**src/rtl/txs_pkg.sv**
```systemverilog
package txs_pkg;
  localparam int STB_VALID = 7;
  localparam int STB_UFLO  = 6;
  localparam int STB_LATE  = 5;
  localparam int STB_MANY  = 4;
  localparam int STB_ONCE  = 3;
  localparam int STB_DEFER = 2;
  localparam int STB_NOCAR = 1;
  localparam int STB_RFAIL = 0;

  localparam int COLL_INC_W = 5;
  localparam int ERR_INC_W  = 2;

  typedef struct packed {
    logic                  settle;
    logic                  fatal;
    logic                  lose_car;
    logic [COLL_INC_W-1:0] coll_inc;
    logic [ERR_INC_W-1:0]  err_inc;
  } upd_t;
endpackage

```
**src/rtl/txs_decode.sv**
```systemverilog
module txs_decode
  import txs_pkg::*;
(
  input  logic       take,
  input  logic [7:0] status,
  output upd_t       upd
);
  logic good;
  logic [COLL_INC_W-1:0] retry_w;
  logic                  retry_e;

  always_comb begin
    good = take && status[STB_VALID];
    retry_e = 1'b0;
    if (status[STB_MANY])       retry_w = COLL_INC_W'(2);
    else if (status[STB_ONCE])  retry_w = COLL_INC_W'(1);
    else if (status[STB_RFAIL]) begin
      retry_w = COLL_INC_W'(16);
      retry_e = 1'b1;
    end else                    retry_w = '0;

    upd = '0;
    upd.fatal = good && status[STB_UFLO];
    if (good && !status[STB_UFLO]) begin
      upd.settle   = 1'b1;
      upd.lose_car = status[STB_NOCAR];
      upd.coll_inc = retry_w + COLL_INC_W'(status[STB_LATE]);
      upd.err_inc  = ERR_INC_W'(status[STB_LATE]) + ERR_INC_W'(retry_e)
                   + ERR_INC_W'(status[STB_NOCAR]);
    end
  end
endmodule

```
**src/rtl/txs_sat_counter.sv**
```systemverilog
module txs_sat_counter #(
  parameter int W     = 32,
  parameter int INC_W = 5
) (
  input  logic             clk,
  input  logic             rst_n,
  input  logic             clr,
  input  logic [INC_W-1:0] inc,
  output logic [W-1:0]     cnt
);
  localparam logic [W-1:0] TOP = '1;
  logic [W:0] sum;

  always_comb sum = {1'b0, cnt} + (W+1)'(inc);

  always_ff @(posedge clk or negedge rst_n) begin
    if (!rst_n)       cnt <= '0;
    else if (clr)     cnt <= '0;
    else if (sum[W])  cnt <= TOP;
    else              cnt <= sum[W-1:0];
  end
endmodule

```
**src/rtl/txs_stats_accum.sv**
```systemverilog
module txs_stats_accum
  import txs_pkg::*;
#(
  parameter int CNT_W = 32
) (
  input  logic             clk,
  input  logic             rst_n,
  input  logic             st_valid,
  output logic             st_ready,
  input  logic [7:0]       st_data,
  input  logic             tx_launch,
  input  logic             carrier_seen,
  input  logic             clear_counts,
  output logic [CNT_W-1:0] coll_count,
  output logic [CNT_W-1:0] err_count,
  output logic             carrier_ok,
  output logic             tx_busy,
  output logic             reset_req
);
  upd_t upd;
  logic take;

  assign take = st_valid && st_ready;

  txs_decode u_dec (
    .take   (take),
    .status (st_data),
    .upd    (upd)
  );

  txs_sat_counter #(.W(CNT_W), .INC_W(COLL_INC_W)) u_coll (
    .clk (clk), .rst_n (rst_n), .clr (clear_counts),
    .inc (upd.coll_inc), .cnt (coll_count)
  );

  txs_sat_counter #(.W(CNT_W), .INC_W(ERR_INC_W)) u_err (
    .clk (clk), .rst_n (rst_n), .clr (clear_counts),
    .inc (upd.err_inc), .cnt (err_count)
  );

  always_ff @(posedge clk or negedge rst_n) begin
    if (!rst_n) begin
      st_ready   <= 1'b0;
      carrier_ok <= 1'b1;
      tx_busy    <= 1'b0;
      reset_req  <= 1'b0;
    end else begin
      st_ready  <= 1'b1;
      reset_req <= upd.fatal;
      if (upd.lose_car)      carrier_ok <= 1'b0;
      else if (carrier_seen) carrier_ok <= 1'b1;
      if (tx_launch)         tx_busy <= 1'b1;
      else if (upd.settle)   tx_busy <= 1'b0;
    end
  end
endmodule

```
**config.mk**
```make
export PLATFORM = sky130hd
export DESIGN_NAME = txs_stats_accum
export DESIGN_NICKNAME = d
export VERILOG_FILES = /design/src/rtl/txs_pkg.sv /design/src/rtl/txs_decode.sv /design/src/rtl/txs_sat_counter.sv /design/src/rtl/txs_stats_accum.sv
export SDC_FILE = /design/constraint.sdc
export NUM_CORES = 1
export LEC_CHECK = 0
export ABC_AREA = 1
export BUFFER_PORTS_ARGS = -buffer_cell sky130_fd_sc_hd__buf_4
export CORE_MARGIN = 2
export CORE_UTILIZATION = 60
export CTS_CLUSTER_DIAMETER = 200
export DETAILED_ROUTE_END_ITERATION = 8
export HOLD_SLACK_MARGIN = 0.08
export PLACE_DENSITY_LB_ADDON = 0.25
export SLEW_MARGIN = 10
export SYNTH_ARGS = -nofsm -noshare
export SYNTH_HDL_FRONTEND = slang
export SYNTH_SLANG_ARGS = --single-unit
```
**constraint.sdc**
```tcl
create_clock -name clk -period 7.48 [get_ports clk]
set_clock_uncertainty 0.15 [all_clocks]
set_input_delay 1.122 -clock clk [delete_from_list [all_inputs] [get_ports clk]]
set_output_delay 1.122 -clock clk [all_outputs]
set_load 0.1 [all_outputs]
```
# After elaboration in Yosys (flattened, before gate mapping)
# Index checks and enable logic that the tools add are counted.
# word_totals
ff_bits,68
out_inout_bits,68
latchBits,0
rom_bits,0
elab_cells,34
mem_count,0
inputBits,14
ramBits,0
# op_classes
eq_ne,0
n_bitwise,0
shift,0
n_lt_le_gt_ge,0
n_reduce_logical,7
addsub,5
multipliers,0
n_mux,16
n_div,0
# ops
operator,n
$mux W32,4
$add A32 B2 Y33,1
$add A32 B5 Y33,1
$mux W5,3
$mux W1,8
$mux W8,1
$add A5 B1 Y5,1
$logic_and A1 B1 Y1,4
$reduce_bool A2 Y1,2
$add A1 B1 Y2,1
$add A2 B1 Y2,1
$logic_not A1 Y1,1

# Depth between registers and ports, before layout
# Gate-level depths: netlist (run 1).
# logic_depth
ltp_word,9
ltp_mapped,18

# Hierarchy
# A second synthesis (run 1) with hierarchy kept.
# unflattened
cells_unflattened,718
hier_area_um2,4803.4
# modules_own_cells
mod,instances,seq_area_each_um2,area_each_um2,cells_each
txs_sat_counter at u_coll,1,800.8,2292.2,347
txs_sat_counter at u_err,1,800.8,2217.1,330
txs_decode,1,0.0,158.9,28
txs_stats_accum,1,101.3,135.1,13

# Worst setup path after synthesis (run 1)
# Ideal clock, no wire load.
# synth_path
path_kind,input to register
start,input st_data[4]
end,register u_err.cnt[18]
required_time_ns,7.254
setup_time_ns,0.076
path_buffers,0
slack_ns,3.891
arrival_ns,3.363
cell_stages,15
path_cell_list,nor2_1 nand2_1 fa_1 nor2_1 ha_1 inv_1 fa_1 inv_1 nand2_1 inv_1 nand3_1 nor2_2 nand2_1 xor2_1 a21oi_2
# synth_via
elab_chain_len,7
# synth_rtl
item,line,text
from (decl),txs_stats_accum.sv:10,"input logic [7:0] st_data,"
$mux W1,txs_decode.sv:15,if (status[STB_MANY]) retry_w = COLL_INC_W'(2);
$add A1 B1 Y2,txs_decode.sv:28,upd.err_inc = ERR_INC_W'(status[STB_LATE]) + ERR_INC_W'(retry_e)
$add A2 B1 Y2,txs_decode.sv:29,+ ERR_INC_W'(status[STB_NOCAR]);
$mux W8,txs_decode.sv:24,if (good && !status[STB_UFLO]) begin
$add A32 B2 Y33,txs_sat_counter.sv:14,"always_comb sum = {1'b0, cnt} + (W+1)'(inc);"
$mux W32,txs_sat_counter.sv:19,else if (sum[W]) cnt <= TOP;
$mux W32,txs_sat_counter.sv:18,else if (clr) cnt <= '0;
to (signal assigned),txs_sat_counter.sv:20,else cnt <= sum[W-1:0];
to (decl),txs_sat_counter.sv:9,output logic [W-1:0] cnt
# Every way passes these cells.
# A chain may end at the register's enable or synchronous reset.

# Worst setup path after layout (run 1)
# layout_path
start,input st_data[4]
end,register u_err.cnt[21]
# The elaborated chain is that of the path after synthesis.

==> results.cfg, run 1 <==
[sta]
final.period_utilization_pct = 50.5
fin_setup_tns_ns = 0
setup_viol = 0
rsz0062_at_grt = false
worst_pin_slew_ns = 1.16
fmax_mhz = 265
min_period_ns = 3.78
finalHoldViolCount = 0
relSlewSlack_pct = 22.3
slew_viol_final = 0
fin_hold_ws_ns = 0.351

[floorplan]
ios = 82
fp.dieH_um = 91.0
rows = 31
start_util_pct = 62.3
dieWidth_um = 91.0
core_region_area_um2 = 7290
dieArea_um2 = 8280

[layout]
seq_area_um2 = 1700
layout.nets = 775
final_common_cell = nand2_1
layoutNonFillerInstCount = 854
syn_to_final_growth_pct = 19.5
design_area_um2 = 5430
multi_input_area_um2 = 2410
n_antenna_cell = 0
fillers = 611
drive_above_1_share_pct = 15.8
final_cell_mix = 211 x nand2_1, 103 x nor2_1, 96 x inv_1

[detailed_routing]
routedWlPerCell_um = 14.4
vias = 4609
drc_errors = 0
routed_wl_mm = 12.3
routed_via_density = 5.40
ant_nets = 0
first_pass_iters = 5
first_iter_violations = 340

[power]
p_int_w = 0.000561
combPwrFrac_pct = 5.1
swShare_pct = 24.7
p_sw_w = 0.000184
power_frac_seq_pct = 49.6
p_leak_nw = 2.83
max-vdd-ir-drop_v = 0.0000875
power.density_nw_per_um2 = 137
p_clk_share_pct = 45.3

[global_routing]
grt_pass1_vias = 4446
antenna_found_initial = 0
grt_max_degree = 69
track_usage_pct = 31.1
grt_pass1_wl_mm = 20.8
gr-total-overflow = 0

[placement]
port_buffers = 80
dp_hpwl_mm = 9.15
dp_cells = 838
gp_congestion = 0.965
place_area_um2 = 5200

[logic_synthesis]
yosysSeqAreaShare_pct = 37.5
ys.flop_type = dfrtp_1
syn-num-nets = 693
yosys-top-cells-area = dfrtp_1 37%, nand2_1 17%, nor2_1 8.5%, inv_1 7.9%, nand3_1 6.6%
yosys_warnings = 0
async_reset_ff_share_pct = 100
synth_top_area_share_pct = 36.9
synth_cell_types = 35
synth_seq_cells = 68
synthCells = 668
synth_area_um2 = 4540
synth_top_cell_by_area = dfrtp_1
avgSynthCellArea_um2 = 6.80
synth-edff-count = 0

[clock_network]
clk_latency_ns = 0.35
cts_setup_buffers = 0
cts-root-buf = clkbuf_8
cts_buffer_depth = 2
h-tree-depth = 3
cts-resized-gates = 0
cts_sinks = 68
cts_tree = done
ctsHoldBuffers = 0
cts.clk_slew.worst_paths_ns = 0.08
cts_buffers = 9

[job]
cap_violations = 0

[critical_path]
startpoint_type = primary input
worst-r2r-cell-count = 14
worstPathArrival_ns = 3.91
required_ns = 7.61
worst_setup_path_end_kind = flop
cp_max_fo = 28
critPathKind = primary input to flop

[hold_path]
hold_class = flop to flop
holdPathStages = 1

[status]
outcome = complete, no violations
==> power groups by stage <==
stage	logic [W]	clock network [W]	registers, W
finish	0.0000379	0.000337	0.000370
global placement	0.0000377	0	0.000377
CTS	0.0000387	0.000340	0.000370
floorplan	0.0000101	0	0.000387
global route	0.0000418	0.000355	0.000370
detailed placement	0.0000385	0	0.000377
==> area by class of cell <==
cell class	count	area share, %
repair buffers	80	11.1
flip-flops and latches	68	31.4
inverters	99	6.85
well taps	99	2.28
clock inverters	4	1.01
clock buffers	12	3.04
multi-input cells	492	44.3
==> metal layers <==
metal / track usage, % / up-vias / part of all wire [%]
li1: - / 2244 / -
met1: 39.5 / 2180 / 43
met2: 54.6 / 158 / 50
met3: 4.07 / 27 / 5.4
met4: 10.9 / 0 / 1.9
met5: 0 / - / 0
==> worst max-delay path, stage by stage <==
cell	delay, ns
buf_4	0.12
nor2_1	0.09
nand2_1	0.09
fa_1	0.43
nor2_1	0.16
ha_1	0.18
inv_1	0.05
fa_1	0.43
nor2_1	0.33
nand4_1	0.21
inv_2	0.12
nand2_4	0.21
nand3_1	0.18
nand2_1	0.07
inv_1	0.09
==> kinds of logic (layout without fill, tap and decap cells) <==
group,count (synthesis),in the layout,synth area share [%]
AOI/OAI and AO/OA,38,38,4.99
other,1,1,0.0826
and+or+nand+nor,420,420,40.1
adders and majority gates,11,11,3.53
DFF,68,68,37.5
buffers and inverters,108,195,9.51
xor gates and xnor gates,22,22,4.24
==> synthesized netlist by cell type (7+ instances only) <==
library cell	count
nor2_1	103
dfrtp_1	67
nand4_1	12
nand3_1	60
ha_1	8
inv_1	96
xor2_1	10
xnor2_1	12
nand3b_1	15
nand2_1	211
a21oi_2	7
a21oi_1	16
o21ai_0	10
==> per-stage QoR <==
stage                     utilization (%)  total power (W)  worst slack [ns]
after global routing                 74.4         0.000767              3.44
after floorplan                         -         0.000397              3.89
after CTS                            74.4         0.000749              3.71
after global placement               71.4         0.000415              3.42
after detailed placement             71.4         0.000416              3.34
final                                74.4         0.000745              3.70
==> registers in the layout (all words and copies together), names as in the netlist <==
signal / count
u_coll.cnt: 32
u_err.cnt: 32
carrier_ok: 1
reset_req: 1
st_ready: 1
tx_busy: 1
==> worst paths after layout <==
path	start	to	slack (ns)
max	st_data[4]	u_err.cnt[21]	3.70
min	tx_busy	tx_busy	0.35
max reg2reg	st_ready	u_err.cnt[21]	4.49
min reg2reg	tx_busy	tx_busy	0.35
max in group asynchronous	rst_n	u_err.cnt[21]	5.86
min in group asynchronous	rst_n	tx_busy	0.74
Note: power is estimated with default switching activity, not from simulation.
==> inputs of run 2 (changes only) <==
- CORE_UTILIZATION: 60 -> 57
- clock period: 7.48 -> 3.9 ns (I/O delays scaled with it)
==> run 2 against run 1 <==
Effect of this change:
- non-clock buffer count increased by 1
- sequential cell count unchanged
- critical endpoint is now u_err.cnt[20]
- sequential share of layout area decreased by 0.16 points
==> results.cfg, run 2 (synthesis gave the netlist of run 1 again) <==
[sta]
setup_viol = 0
slew_viol_final = 0
relSlewSlack_pct = 41.2
rsz0062_at_grt = false
final.period_utilization_pct = 81.6
min_period_ns = 3.18
fmax_mhz = 314
finalHoldViolCount = 0
fin_setup_tns_ns = 0
worst_pin_slew_ns = 0.882

[placement]
gp_congestion = 0.946
port_buffers = 80
dp_hpwl_mm = 8.72

[detailed_routing]
routed_wl_mm = 12.2
routedWlPerCell_um = 14.2
first_pass_iters = 5
routed_via_density = 5.30
vias = 4545
ant_nets = 0
drc_errors = 0
first_iter_violations = 250

[global_routing]
grt_pass1_vias = 4387
antenna_found_initial = 0
gr-total-overflow = 0
grt_pass1_wl_mm = 20.2
grt_max_degree = 69
track_usage_pct = 29.6

[layout]
top_regs = u_coll.cnt (32), u_err.cnt (32)
utilization_pct = 70.6
fillers = 653
layout.nets = 776
final_cell_mix = 211 x nand2_1, 103 x nor2_1, 96 x inv_1
syn_to_final_growth_pct = 20.1
drive_above_1_share_pct = 15.7
n_antenna_cell = 0
final_common_cell = nand2_1

[power]
max-vdd-ir-drop_v = 0.000159
p_leak_nw = 2.84
power.density_nw_per_um2 = 271

[floorplan]
ios = 82
rows = 32
core_region_area_um2 = 7730
dieArea_um2 = 8700
dieWidth_um = 93.3
start_util_pct = 58.8
fp.dieH_um = 93.3

[critical_path]
rr_endpoint = u_err.cnt[20]
critPathBufInv = 5
r2r-start = st_ready
critical-path-top-delay-family = simple AND/OR/NAND/NOR gates
worst-r2r-cell-count = 17
worst_path_largest_cell_delay_ns = 0.44
required_ns = 3.99
worst_setup_path_end_kind = flop
crit_chain = buf_4, nor2_1, nand2_1, fa_1, nor2_1, ha_1, inv_1, fa_1, inv_1, nand2_1, inv_1, nand3_1, nor2_2, nand3_1, nand2_1, nand3_1, nand2_1, inv_1
critPathSlowestCell = fa_1
reg2reg_slack_ns = 0.94
worstPathArrival_ns = 3.27
critPathKind = primary input to flop
cp_max_fo = 5
startpoint_type = primary input

[clock_network]
cts_tree = done
cts_buffer_depth = 2
cts_buffers = 9
cts-resized-gates = 0
cts_setup_buffers = 0
cts-root-buf = clkbuf_8
h-tree-depth = 3
cts.clk_slew.worst_paths_ns = 0.08
cts_sinks = 68
ctsHoldBuffers = 0
clk_latency_ns = 0.34

[status]
outcome = complete, no violations

[job]
cap_violations = 0

[hold_path]
hold_class = primary input to asynchronous set/reset pin
## run 2: where the power goes
group	switching, W	leakage [nW]	internal (W)
logic	0.0000563	1.79	0.0000171
clock network	0.000282	0.116	0.000413
registers	0.00000158	0.939	0.000707
## run 2: metal layers
layer  part of all wire (%)  vias to the layer above  global-route usage (%)
met2                     49                      190                    51.4
met5                      0                        -                       0
met4                    3.4                        0                    13.8
met1                     41                     2088                    35.8
li1                       -                     2236                       -
met3                    6.2                       31                    4.75
## run 2: per-stage QoR
step | total power (W) | hold slack, ns | cells | cell area (um2) | setup WS, ns
finish | 0.00148 | 0.192 | 858 | 5450 | 0.717
global route | 0.00153 | 0.233 | 858 | 5450 | 0.450
CTS | 0.00150 | 0.236 | 858 | 5450 | 0.712
detailed placement | 0.000798 | 0.326 | 842 | 5220 | 0.397
global placement | 0.000796 | 0.316 | 842 | 5220 | 0.443
floorplan | 0.000762 | 0.139 | 668 | 4540 | 0.670
## run 2: worst max-delay path by stage
stage	from	to	slack, ns	depth (start not counted)
2_1_floorplan	st_ready	u_err.cnt[18]	0.67	15
3_3_place_gp	st_data[4]	u_err.cnt[12]	0.44	15
3_5_place_dp	st_data[4]	u_err.cnt[0]	0.40	15
4_1_cts	st_data[4]	u_err.cnt[0]	0.71	15
5_1_grt	st_data[4]	u_err.cnt[24]	0.45	17
6_report	st_data[4]	u_err.cnt[20]	0.72	18
## run 2: area by class of cell
cell class / instances / area (um2) / area share, %
repair buffers: 81 / 608 / 11.2
well taps: 102 / 128 / 2.34
clock buffers: 13 / 169 / 3.10
multi-input cells: 492 / 2410 / 44.1
inverters: 99 / 372 / 6.82
flip-flops and latches: 68 / 1700 / 31.2
clock inverters: 3 / 67.6 / 1.24
==> inputs of run 3 (changes only) <==
- CORE_UTILIZATION: 57 -> 51
- clock period: 3.9 -> 2.9 ns (I/O delays scaled with it)
==> run 3 against run 2 <==
Effect of this change:
- sequential cell count is the same
- via count up 3.4%
- wire length is 2.1% lower
- clock power up 22%
- largest cell class unchanged
- highest routed layer unchanged
==> results.cfg, run 3 (synthesis gave the netlist of run 1 again) <==
[power]
combPwrFrac_pct = 5.4
max-vdd-ir-drop_v = 0.000194
power.density_nw_per_um2 = 335
p_leak_nw = 2.94
p_int_w = 0.00145
p_sw_w = 0.000453
p_clk_share_pct = 44.4
power_frac_seq_pct = 50.2
swShare_pct = 23.8

[hold_path]
hold_class = primary input to asynchronous set/reset pin

[floorplan]
core_region_area_um2 = 8680
ios = 82
fp.dieH_um = 98.4
start_util_pct = 52.3
dieArea_um2 = 9670
dieWidth_um = 98.4
rows = 34

[detailed_routing]
ant_nets = 0
vias = 4699
routedWlPerCell_um = 13.5
first_iter_violations = 262
routed_wl_mm = 12.0
routed_via_density = 5.29
first_pass_iters = 5
drc_errors = 0

[sta]
final.period_utilization_pct = 94.2
relSlewSlack_pct = 42.6
fmax_mhz = 366
worst_pin_slew_ns = 0.861
slew_viol_final = 0
fin_setup_tns_ns = 0
setup_viol = 0
fin_hold_ws_ns = 0.0545
rsz0062_at_grt = true
min_period_ns = 2.73
finalHoldViolCount = 0

[critical_path]
worstPathArrival_ns = 2.85
critPathKind = primary input to flop
cp_max_fo = 25
required_ns = 3.01
worst_setup_path_end_kind = flop
crit_chain = buf_4, nor2_1, nand2_1, fa_1, nor2_2, ha_1, inv_1, fa_2, nor2_2, nand4_1, inv_2, nand2_8, buf_4, a31oi_1
critPathSlowestCell = fa_1
startpoint_type = primary input
worst_path_largest_cell_delay_ns = 0.46
critPathBufInv = 4
critical-path-top-delay-family = adder cells

[clock_network]
cts-root-buf = clkbuf_8
ctsHoldBuffers = 0
cts_buffer_depth = 2
cts.clk_slew.worst_paths_ns = 0.07
cts_buffers = 9
cts_sinks = 68
cts_setup_buffers = 0
clk_latency_ns = 0.35
cts_tree = done
h-tree-depth = 3

[layout]
layout.nets = 801
utilization_pct = 65.4
final_cell_mix = 211 x nand2_1, 106 x buf_4, 99 x nor2_1
syn_to_final_growth_pct = 24.9
top_regs = u_coll.cnt (32), u_err.cnt (32)
final_common_cell = nand2_1
drive_above_1_share_pct = 19.6
n_antenna_cell = 0

[global_routing]
grt_max_degree = 69
antenna_found_initial = 0
track_usage_pct = 25.8
gr-total-overflow = 0
grt_pass1_wl_mm = 20.5
grt_pass1_vias = 4539

[status]
outcome = complete, no violations

[placement]
port_buffers = 80
gp_congestion = 0.978
dp_hpwl_mm = 8.92

[job]
cap_violations = 0
-- run 3: final timing paths --
| kind | slack (ns) | endpoint | cells after the start | start |
|---|---|---|---|---|
| hold / removal | 0.05 | tx_busy | 1 | rst_n |
| setup / recovery | 0.17 | u_err.cnt[5] | 14 | st_data[4] |
| max in group asynchronous | 1.91 | st_ready | 1 | rst_n |
| min in group clk | 0.09 | carrier_ok | 2 | st_data[1] |
| setup reg to reg | 0.19 | u_coll.cnt[10] | 14 | st_ready |
| hold reg to reg | 0.33 | tx_busy | 1 | tx_busy |
-- run 3: power groups by stage --
| stage | sequential (W) | combinational (W) | clock [W] |
|---|---|---|---|
| detailed placement | 0.000973 | 0.000104 | 0 |
| global route | 0.000954 | 0.000114 | 0.000891 |
| floorplan | 0.00100 | 0.0000260 | 0 |
| CTS | 0.000954 | 0.000104 | 0.000860 |
| global placement | 0.000973 | 0.000102 | 0 |
| finish | 0.000954 | 0.000102 | 0.000845 |
-- run 3: timing repair --
action / 4_1_cts / 5_1_grt
pin swaps: 0 / 1
resized for setup: 1 / 9
endpoints found under the setup margin: 6 / 31
hold endpoints to repair: 0 / 0
-- run 3: through the flow --
stage               setup WS, ns  total power (W)  area (um2)  std cells
finish                     0.167          0.00190        5670        889
global route           -0.000276          0.00196        5670        889
CTS                       0.0214          0.00192        5640        889
detailed placement        -0.407          0.00108        5420        873
global placement          -0.300          0.00107        5420        873
floorplan                 0.0274          0.00103        4550        668
-- run 3: area by class of cell --
| cell class | instances | area [um2] |
|---|---|---|
| fill | 789 | 3010 |
| multi-input combinational | 492 | 2450 |
| timing repair buffer | 106 | 796 |
| sequential | 68 | 1710 |
| inverter | 99 | 372 |
| clock inverter | 3 | 43.8 |
| clock buffer | 13 | 169 |
| tap | 108 | 135 |
-- run 3: per-layer routing --
metal	up-vias	wire (um)	part of all wire, %	track usage, %
li1	2294	-	-	-
met1	2186	5160	43	33.5
met2	197	5740	48	43.7
met3	22	804	6.7	3.58
met4	0	250	2.1	10.2
met5	-	0	0	0
